`src/rtl/mtt_pkg.sv`:
```
package mtt_pkg;

  typedef enum logic {
    ST_IDLE  = 1'b0,
    ST_ARMED = 1'b1
  } arm_state_e;

  // Width needed to hold values 0..term
  function automatic int cnt_width(input int term);
    int w;
    w = $clog2(term + 1);
    if (w < 1) w = 1;
    return w;
  endfunction

endpackage

```
`src/rtl/mtt_tick_counter.sv`:
```
module mtt_tick_counter #(
  parameter int TERM = 16383
) (
  input  logic clk,
  input  logic rst_n,
  input  logic clr,
  input  logic en,
  output logic at_term
);

  localparam int W = mtt_pkg::cnt_width(TERM);
  localparam logic [W-1:0] TERM_V = W'(TERM);

  logic [W-1:0] cnt_q;
  logic [W-1:0] cnt_d;

  always_comb begin
    cnt_d = cnt_q;
    if (clr) begin
      cnt_d = '0;
    end else if (en) begin
      cnt_d = cnt_q + 1'b1;
    end
  end

  always_ff @(posedge clk or negedge rst_n) begin
    if (!rst_n) begin
      cnt_q <= '0;
    end else if (clr || en) begin
      cnt_q <= cnt_d;
    end
  end

  assign at_term = (cnt_q == TERM_V);


  no_overflow_chk: assert property (@(posedge clk) disable iff (!rst_n)
    cnt_q <= TERM_V);

endmodule

```
`src/rtl/mtt_arm_ctrl.sv`:
```
module mtt_arm_ctrl
  import mtt_pkg::*;
(
  input  logic clk,
  input  logic rst_n,
  input  logic go,
  input  logic done,
  input  logic at_term,
  output logic cnt_clr,
  output logic cnt_en,
  output logic busy,
  output logic timeout
);

  arm_state_e state_q, state_d;
  logic       tmo_q, tmo_d;
  logic       expire;

  assign expire = (state_q == ST_ARMED) && at_term && !go && !done;

  always_comb begin
    state_d = state_q;
    tmo_d   = 1'b0;
    if (go) begin
      state_d = ST_ARMED;
    end else if (done) begin
      state_d = ST_IDLE;
    end else if (expire) begin
      state_d = ST_IDLE;
      tmo_d   = 1'b1;
    end
  end

  always_ff @(posedge clk or negedge rst_n) begin
    if (!rst_n) begin
      state_q <= ST_IDLE;
      tmo_q   <= 1'b0;
    end else begin
      state_q <= state_d;
      tmo_q   <= tmo_d;
    end
  end

  assign cnt_clr = go;
  assign cnt_en  = (state_q == ST_ARMED) && !at_term;
  assign busy    = (state_q == ST_ARMED);
  assign timeout = tmo_q;


  go_arms_chk: assert property (@(posedge clk) disable iff (!rst_n)
    go |=> busy);


  done_disarms_chk: assert property (@(posedge clk) disable iff (!rst_n)
    (done && !go) |=> (!busy && !timeout));


  single_pulse_chk: assert property (@(posedge clk) disable iff (!rst_n)
    timeout |=> !timeout);


  busy_drop_chk: assert property (@(posedge clk) disable iff (!rst_n)
    timeout |-> !busy);


  idle_quiet_chk: assert property (@(posedge clk) disable iff (!rst_n)
    (!busy && !go) |=> !timeout);

endmodule

```
`src/rtl/motor_timeout_supervisor.sv`:
```
module motor_timeout_supervisor #(
  parameter int TERM = 16383
) (
  input  logic clk,
  input  logic rst_n,
  input  logic go,
  input  logic done,
  output logic timeout,
  output logic busy
);

  logic at_term;
  logic cnt_clr;
  logic cnt_en;

  mtt_tick_counter #(
    .TERM(TERM)
  ) u_cnt (
    .clk     (clk),
    .rst_n   (rst_n),
    .clr     (cnt_clr),
    .en      (cnt_en),
    .at_term (at_term)
  );

  mtt_arm_ctrl u_ctrl (
    .clk     (clk),
    .rst_n   (rst_n),
    .go      (go),
    .done    (done),
    .at_term (at_term),
    .cnt_clr (cnt_clr),
    .cnt_en  (cnt_en),
    .busy    (busy),
    .timeout (timeout)
  );


  pulse_from_busy_chk: assert property (@(posedge clk) disable iff (!rst_n)
    $rose(timeout) |-> $past(busy));

endmodule

```
`config.mk`:
```
export PLATFORM = sky130hd
export DESIGN_NAME = motor_timeout_supervisor
export DESIGN_NICKNAME = d
export VERILOG_FILES = /design/src/rtl/mtt_pkg.sv /design/src/rtl/mtt_tick_counter.sv /design/src/rtl/mtt_arm_ctrl.sv /design/src/rtl/motor_timeout_supervisor.sv
export SDC_FILE = /design/constraint.sdc
export NUM_CORES = 1
export LEC_CHECK = 0
export ABC_AREA = 1
export BUFFER_PORTS_ARGS = -buffer_cell sky130_fd_sc_hd__buf_2
export CORE_MARGIN = 8
export CORE_UTILIZATION = 40
export DETAILED_ROUTE_END_ITERATION = 10
export GPL_TIMING_DRIVEN = 0
export PLACE_DENSITY = 0.63
export SLEW_MARGIN = 20
export SYNTH_ARGS = -nofsm -noshare
export SYNTH_HDL_FRONTEND = slang
export SYNTH_SLANG_ARGS = --single-unit
```
`constraint.sdc`:
```
create_clock -name clk -period 1.4 [get_ports clk]
set_input_delay 0.28 -clock clk [delete_from_list [all_inputs] [get_ports clk]]
set_output_delay 0.28 -clock clk [all_outputs]
set_load 0.01 [all_outputs]
```
==> impl_metrics.json, run 1 <==
{
  "cp.arrival_ps": 1680,
  "cp_slowest_cell": "dfrtp_1",
  "reg2reg_depth": 9,
  "worstPathRequired_ps": 1640,
  "rsz0062_at_grt": "true",
  "cpMostUsedCell": "nor2_4",
  "grt_pass1_vias": 885,
  "clock_sinks": 16,
  "synth_top_area_cell": "dfrtp_1",
  "worstReg2RegEnd": "u_cnt.cnt_q[7]",
  "finClkSkew_ps": 6.40,
  "grt_usage": 0.124,
  "initial_utilization": 0.427,
  "overflow": 0,
  "clock.fmax_mhz": 693,
  "dpl.cell_count": 161,
  "fp.dieH_um": 65.0,
  "drt-initial-drc-count": 63,
  "hpwl_um": 1510,
  "nets": 159,
  "crit_end": "u_cnt.cnt_q[7]",
  "seqPwrFrac": 0.528,
  "die_area_um2": 4230,
  "cp-start-kind": "flip-flop",
  "ant_nets": 0,
  "path_clk_slew_ps": 100,
  "final_common_cell": "nand2_1",
  "core_area_um2": 2250,
  "stdcell_area_um2": 1240,
  "antenna_cells": 0,
  "yosysSeqAreaShare": 0.416,
  "cts_buffers": 3,
  "rows": 17,
  "fin_ws_ps": -43.2,
  "ys_top_cells_by_area": "dfrtp_1, nand2_1, nand4_1",
  "synth_top_area_frac": 0.416,
  "ir_worst_vdd_mv": 0.688,
  "grt_max_degree": 17,
  "cellLeakagePower_uw": 0.000629,
  "tritoncts": "yes",
  "slew_violations": 0,
  "gp_congestion": 0.857,
  "final_cell_mix": "nand2_1, buf_4, dfrtp_1, nand3_1, nor2_1",
  "internal_power_uw": 679,
  "syn_to_final_growth_pct": 29.3,
  "period_needed_ps": 1440,
  "crit_type": "flip-flop to flip-flop",
  "synth_seq_cells": 16,
  "vias": 921,
  "avgSynthCellArea_um2": 7.52,
  "hold_violations": 0,
  "drt_wl_total_um": 2450,
  "critical_path.startpoint": "u_cnt.cnt_q[5]",
  "swShare": 0.256,
  "status": "complete, but fails checks",
  "htreeDepth": 1,
  "finalSetupViolations": 13,
  "rr_startpoint": "u_cnt.cnt_q[5]",
  "placed_area_um2": 1030,
  "io_pins": 6,
  "fin_crit_sh": 1.03,
  "ys_warn_count": 0,
  "clock-root-buffer": "clkbuf_4",
  "first_pass_iters": 4,
  "end_kind": "flip-flop",
  "critPathTopFamily": "simple AND/OR/NAND/NOR gates",
  "io_buffers": 5,
  "p_sw_uw": 233,
  "clk_latency_ps": 300,
  "use_met1": 0.154,
  "worstPathBufferInverterCount": 1,
  "syn_inst": 128,
  "met3_usage": 0.0447,
  "antenna_found_initial": 0,
  "hp-class": "input pin to flip-flop",
  "path_max_fanout": 4,
  "maxCapViolations": 0,
  "synth_area_um2": 962,
  "met2_usage": 0.201,
  "tightest_slew_ps": 519,
  "drive_above_1_share": 0.307,
  "p_comb_frac": 0.123,
  "clkPwrFrac": 0.349,
  "cp_slowest_stage_delay_ps": 450,
  "drc": 0,
  "synth_nets": 133,
  "grt_pass1_wl_um": 4150,
  "fp.dieW_um": 65.0,
  "stdcell_count": 181,
  "wl_per_cell_um": 13.5,
  "cts_buffer_depth": 2,
  "worst-path-stages": 9,
  "ys_types": 20,
  "slew_headroom": 0.654,
  "violations": "negative setup slack",
  "powerDensity_nw_per_um2": 733,
  "path_cells": "nand2_2 > nor2_4 > nand2_4 > nor2_4 > nor2_4 > nor2_4 > buf_4 > nand2_1 > nand2_1",
  "busiest_layer": "met2",
  "r2r_setup_slack_ps": -40,
  "routed_via_density": 5.09
}
-- synthesized netlist by cell type --
cell type / instances
nand3_2: 1
buf_6: 1
nand2_2: 2
xor2_1: 5
nor2_4: 4
inv_2: 1
nand3_1: 12
nor2_1: 13
or2_2: 1
nand3b_1: 2
nand2_1: 45
buf_1: 1
a21o_1: 1
o21ai_0: 1
ha_1: 1
dfrtp_1: 16
buf_2: 1
nand4_1: 10
nor4_1: 1
inv_1: 9
-- kinds of logic after synthesis --
kind of cell | share of synthesized area
AO/OA/AOI/OAI | 0.0130
buffers and inverters | 0.0598
AND/OR/NAND/NOR | 0.453
flip-flops | 0.416
XOR/XNOR | 0.0455
adder cells (fa/ha/maj) | 0.0130
-- metal layers --
metal / routed length (µm) / part of all wire
met1: 1170 / 0.48
met2: 1190 / 0.48
met3: 81 / 0.033
met4: 9 / 0.0037
met5: 0 / 0
-- power by group through the flow --
stage	Sequential (µW)	Combinational (µW)	Clock, µW
finish	482	112	318
detailed placement	491	74.5	0
global placement	490	71.8	0
floorplan	490	43.4	0
CTS	478	101	325
global route	483	124	346
-- repair_timing --
action / 4_1_cts / 5_1_grt
pin swaps: 3 / 3
buffers inserted: 8 / 5
cloned: 1 / 1
resized for setup: 3 / 16
hold endpoints to repair: 16 / 0
hold buffers: 1 / 0
setup endpoints to repair: 13 / 14
-- sequential cells by signal (all words and copies together) (netlist names) --
register and count:
u_ctrl.busy 1, u_ctrl.timeout 1, u_cnt.cnt_q 14
-- through the flow --
| step | setup WS [ps] | setup TNS [ps] | util | power [µW] | hold WS (ps) |
|---|---|---|---|---|---|
| 3_5_place_dp | -177 | -2040 | 0.456 | 565 | 215 |
| 5_1_grt | -134 | -1460 | 0.552 | 953 | 183 |
| 3_3_place_gp | -163 | -1860 | 0.456 | 562 | 217 |
| 4_1_cts | -25.0 | -232 | 0.511 | 905 | 198 |
| 2_1_floorplan | 8.61 | 0 | - | 533 | -15.6 |
| 6_report | -43.2 | -367 | 0.552 | 912 | 200 |
-- worst min path at each step --
stage	endpoint	cells past startpoint	slack, ps	startpoint
finish	u_ctrl.timeout	2	200	go
global route	u_ctrl.timeout	2	180	go
global placement	u_cnt.cnt_q[1]	1	220	rst_n
detailed placement	u_cnt.cnt_q[1]	1	220	rst_n
floorplan	u_cnt.cnt_q[0]	0	-20	rst_n
CTS	u_ctrl.timeout	2	200	go
-- layout make-up --
| cell class | count | area (µm²) |
|---|---|---|
| buffer | 3 | 26.3 |
| clock buffer | 4 | 36.3 |
| fill | 218 | 1010 |
| inverter | 10 | 40.0 |
| multi-input combinational | 99 | 552 |
| sequential | 16 | 403 |
| tap | 28 | 35.0 |
| timing repair buffer | 21 | 151 |
(Power assumes the default switching activity.)
==> run 2: changes to the inputs <==
Settings changed: BUFFER_PORTS_ARGS -buffer_cell sky130_fd_sc_hd__buf_2 to not set, DONT_BUFFER_PORTS set to 1, PLACE_DENSITY 0.63 to 0.6.
==> run 2 against run 1 <==
Compared with the run above:
- the run still ends with negative setup slack left
- worst hold slack got worse by 150 ps
- setup slack got worse by 5.6 ps
- clock skew decreased by 2.7 ps
- non-clock buffer count unchanged
- power increased by 0.13%
- global-route usage increased by 0.079 points
- utilization increased by 1.7 points
- critical path type unchanged
- critical path depth increased by 1
- largest cell class unchanged
- combinational power about the same
- fmax decreased by 0.38%
==> impl_metrics.json, run 2 (synthesis gave the netlist of run 1 again) <==
{
  "status": "complete, but fails checks",
  "violations": "negative setup slack",
  "stdcell_count": 181,
  "cp_slowest_stage_delay_ps": 410,
  "htreeDepth": 1,
  "initial_utilization": 0.427,
  "grt_pass1_vias": 931,
  "slew_headroom": 0.480,
  "cts_buffer_depth": 2,
  "internal_power_uw": 682,
  "dp_slack_ps": -206,
  "fin_ws_ps": -48.7,
  "fillers": 216,
  "critPathTopFamily": "simple AND/OR/NAND/NOR gates",
  "rsz0062_at_grt": "true",
  "finalSetupTns_ps": -403,
  "rows": 17,
  "path_cells": "ha_4 > nand3_4 > inv_4 > nand2_4 > nor2_4 > nor2_4 > nor2_4 > buf_6 > nand2_1 > nand2_1",
  "cp.arrival_ps": 1690,
  "crit_type": "flip-flop to flip-flop",
  "wl_per_cell_um": 13.6,
  "overflow": 0,
  "grt_max_degree": 17,
  "clock.fmax_mhz": 690,
  "maxCapViolations": 0,
  "multi_input_area_um2": 577,
  "fp.dieW_um": 65.0,
  "p_comb_frac": 0.125,
  "hold_violations": 0,
  "regArea_um2": 403,
  "hp-class": "input pin to flip-flop",
  "drive_above_1_share": 0.359,
  "path_max_fanout": 5,
  "hpwl_um": 1550,
  "worstPathRequired_ps": 1640,
  "cellLeakagePower_uw": 0.000638,
  "cp_slowest_cell": "dfrtp_1",
  "antenna_found_initial": 0,
  "tightest_slew_ps": 777,
  "worstPathBufferInverterCount": 2,
  "antenna_cells": 0,
  "tritoncts": "yes",
  "fp.dieH_um": 65.0,
  "clock-root-buffer": "clkbuf_4",
  "swShare": 0.254,
  "finClkSkew_ps": 3.73,
  "finalSetupViolations": 13,
  "end_kind": "flip-flop",
  "clk_latency_ps": 290,
  "fin_crit_sh": 1.03,
  "cp-start-kind": "flip-flop",
  "regMostFlops": "u_cnt.cnt_q",
  "path_clk_slew_ps": 100,
  "syn_to_final_growth_pct": 33.2,
  "largest_reg_flops": 14,
  "final_cell_mix": "nand2_1, buf_4, nand2_2, dfrtp_1, nand3_1",
  "io_pins": 6,
  "clkPwrFrac": 0.346,
  "seqPwrFrac": 0.529,
  "grt_usage": 0.125,
  "powerDensity_nw_per_um2": 713,
  "drt-initial-drc-count": 34,
  "ir_worst_vdd_mv": 0.813,
  "grt_pass1_wl_um": 4130,
  "cpMostUsedCell": "nor2_4",
  "first_pass_iters": 4,
  "core_area_um2": 2250,
  "period_needed_ps": 1450,
  "die_area_um2": 4230,
  "timing.hold.ws_ps": 50.7,
  "routed_via_density": 5.13,
  "vias": 928,
  "cts_buffers": 3,
  "io_buffers": 0,
  "slew_violations": 0,
  "gp_congestion": 0.856,
  "drt_wl_total_um": 2470,
  "final_common_cell": "nand2_1",
  "nets": 159,
  "ant_nets": 0,
  "p_sw_uw": 232,
  "clock_sinks": 16,
  "dpl.cell_count": 156,
  "drc": 0
}
[run 2: metal layers]
| metal | vias up | track usage | part of all wire |
|---|---|---|---|
| met5 | - | 0 | 0 |
| met4 | 0 | 0.0409 | 0.014 |
| met3 | 6 | 0.0378 | 0.031 |
| met2 | 15 | 0.205 | 0.50 |
| met1 | 440 | 0.152 | 0.45 |
| li1 | 467 | - | - |
[run 2: worst reg2reg max path, stage by stage (launching register included)]
cell,delay (ps)
dfrtp_1,410
ha_4,170
nand3_4,90
inv_4,80
nand2_4,50
nor2_4,120
nor2_4,70
nor2_4,130
buf_6,140
nand2_1,50
nand2_1,80
[run 2: path summary, 6_finish.rpt]
path | startpoint | end | slack, ps | cells past startpoint
setup / recovery | u_cnt.cnt_q[0] | u_cnt.cnt_q[2] | -50 | 10
hold / removal | go | u_ctrl.timeout | 50 | 1
setup reg to reg | u_cnt.cnt_q[0] | u_cnt.cnt_q[2] | -50 | 10
hold reg to reg | u_cnt.cnt_q[13] | u_cnt.cnt_q[13] | 510 | 2
max in group asynchronous | rst_n | u_cnt.cnt_q[11] | 370 | 1
min in group asynchronous | rst_n | u_cnt.cnt_q[1] | 500 | 1
[run 2: metrics by stage]
step            util  power, µW  instance area (µm²)
3_3_place_gp   0.445        547                 1000
2_1_floorplan      -        533                  967
3_5_place_dp   0.445        549                 1000
4_1_cts        0.513        906                 1160
5_1_grt        0.568        952                 1280
6_report       0.568        913                 1280
[run 2: layout make-up]
class                   instances  area share
multi-input cells              99       0.450
flip-flops and latches         16       0.314
repair buffers                 21       0.128
inverters                      10      0.0312
clock buffers                   4      0.0283
well taps                      28      0.0273
plain buffers                   3      0.0205
[run 2: power by group through the flow]
stage | sequential, µW | combinational (µW) | clock, µW
floorplan | 490 | 43.4 | 0
global placement | 492 | 54.3 | 0
detailed placement | 492 | 56.3 | 0
CTS | 480 | 96.9 | 328
global route | 485 | 126 | 340
finish | 483 | 114 | 316
[run 2: timing repair]
action / 4_1_cts / 5_1_grt
cloned: 1 / 0
hold buffers: 1 / 0
gates resized for setup: 7 / 20
setup buffers: 10 / 9
pin swaps: 7 / 9
endpoints found under the setup margin: 13 / 14
hold endpoints to repair: 16 / 0
==> run 3: changes to the inputs <==
Settings changed: RECOVER_POWER set to 25.
Clock period 1.4 ns to 1.3 ns, I/O delays scaled along.
==> run 3 against run 2 <==
Compared with the run above:
- the run still ends with negative setup slack left
- critical path depth shrank 1
- sequential power increased by 7.9%
- fmax increased by 0.39%
- critical path type unchanged
- critical endpoint unchanged
==> impl_metrics.json, run 3 (synthesis gave the netlist of run 1 again) <==
{
  "htreeDepth": 1,
  "hp-start": "go",
  "syn_to_final_growth_pct": 27.2,
  "cp.arrival_ps": 1690,
  "dpl.cell_count": 156,
  "stdcell_count": 174,
  "nets": 152,
  "period_needed_ps": 1440,
  "whs_path_depth": 1,
  "grt_max_degree": 17,
  "core_area_um2": 2250,
  "drive_above_1_share": 0.322,
  "drc": 0,
  "gp_congestion": 0.857,
  "r2r_setup_slack_ps": -140,
  "fin_crit_sh": 1.11,
  "worstPathRequired_ps": 1540,
  "reg2reg_depth": 9,
  "dp_slack_ps": -309,
  "drt-initial-drc-count": 46,
  "fp.dieW_um": 65.0,
  "routed_via_density": 5.26,
  "cts_buffers": 3,
  "finClkSkew_ps": 6.72,
  "maxCapViolations": 0,
  "fp.dieH_um": 65.0,
  "regMostFlops": "u_cnt.cnt_q",
  "slew_violations": 0,
  "tightest_slew_ps": 763,
  "path_cells": "nand2_1 > nor2_4 > nand2_4 > nor2_4 > nor2_4 > nor2_4 > buf_6 > nand2_2 > nand2_1",
  "path_max_fanout": 5,
  "cpMostUsedCell": "nor2_4",
  "overflow": 0,
  "slew_headroom": 0.490,
  "clock-root-buffer": "clkbuf_4",
  "antenna_found_initial": 0,
  "clk_latency_ps": 300,
  "initial_utilization": 0.427,
  "clock.fmax_mhz": 693,
  "violations": "negative setup slack",
  "drt_wl_total_um": 2430,
  "crit_type": "flip-flop to flip-flop",
  "path_clk_slew_ps": 100,
  "met1_length_um": 1050,
  "cp-start-kind": "flip-flop",
  "status": "complete, but fails checks",
  "antenna_cells": 0,
  "cts_buffer_depth": 2,
  "fillers": 229,
  "final_cell_mix": "nand2_1, nand2_2, dfrtp_1, nand3_1, buf_4",
  "grt_usage": 0.127,
  "vias": 916,
  "timing.hold.ws_ps": 6.21,
  "finalSetupTns_ps": -1680,
  "highest_layer": "met4",
  "tritoncts": "yes",
  "wl_per_cell_um": 14.0,
  "powerDensity_nw_per_um2": 799,
  "grt_pass1_vias": 926,
  "largest_reg_flops": 14,
  "hp-class": "input pin to flip-flop",
  "hpwl_um": 1540,
  "cp_slowest_cell": "dfrtp_1",
  "cellLeakagePower_uw": 0.000597,
  "met2_length_um": 1230,
  "met3_length_um": 119,
  "ant_nets": 0,
  "rsz0062_at_grt": "true",
  "min_to": "u_ctrl.timeout",
  "hold_violations": 0,
  "finalSetupViolations": 13,
  "die_area_um2": 4230,
  "end_kind": "flip-flop",
  "clock_sinks": 16,
  "rows": 17,
  "rr_startpoint": "u_cnt.cnt_q[5]",
  "io_buffers": 0,
  "final_common_cell": "nand2_1",
  "io_pins": 6,
  "worstReg2RegEnd": "u_cnt.cnt_q[2]",
  "first_pass_iters": 4,
  "fin_ws_ps": -143,
  "grt_pass1_wl_um": 4190,
  "ir_worst_vdd_mv": 0.672,
  "cp_slowest_stage_delay_ps": 420
}
run 3: layout make-up:
cell class              count  area (µm²)  area share
well taps                  28        35.0      0.0286
plain buffers               3        26.3      0.0215
multi-input cells          99         571       0.466
clock buffers               4        36.3      0.0297
inverters                  10        40.0      0.0327
flip-flops and latches     16         404       0.330
repair buffers             14         111      0.0910
run 3: stage by stage:
stage | util | power (µW) | cell area [µm²]
finish | 0.543 | 978 | 1220
global route | 0.543 | 1020 | 1220
CTS | 0.513 | 974 | 1160
detailed placement | 0.445 | 591 | 1000
global placement | 0.445 | 589 | 1000
floorplan | - | 574 | 967
run 3: worst max-delay path by stage:
stage / start / endpoint / cells past startpoint
floorplan: u_cnt.cnt_q[0] / u_cnt.cnt_q[11] / 10
CTS: u_cnt.cnt_q[1] / u_cnt.cnt_q[2] / 10
global route: u_cnt.cnt_q[5] / u_cnt.cnt_q[5] / 9
finish: u_cnt.cnt_q[5] / u_cnt.cnt_q[2] / 9
global placement: u_cnt.cnt_q[0] / u_cnt.cnt_q[11] / 10
detailed placement: u_cnt.cnt_q[1] / u_cnt.cnt_q[11] / 10
run 3: routing by layer:
metal  vias up  GRT usage
met1       437      0.158
met4         0     0.0545
met3         4     0.0378
met2        23      0.198
met5         -          0
li1        452          -
run 3: worst max-delay path, delay by kind of cell (launching register included):
family        cells  cell delay (ps)
simple gates      8              810
buf+inv           1              150
flops             1              420
run 3: repair_timing:
item                                    in CTS  in global routing
buffers inserted                             9                  4
pin swaps                                    7                  6
endpoints found under the setup margin      13                 16
gates cloned                                 1                  0
hold endpoints to repair                    16                  0
gates resized for setup                     10                 15
hold buffers                                 1                  0
run 3: where the power goes:
part           switching (µW)  total [µW]  internal (µW)
Clock                     173         344            171
Sequential               12.9         521            508
Combinational            64.7         112           47.7
Total                     251         978            727
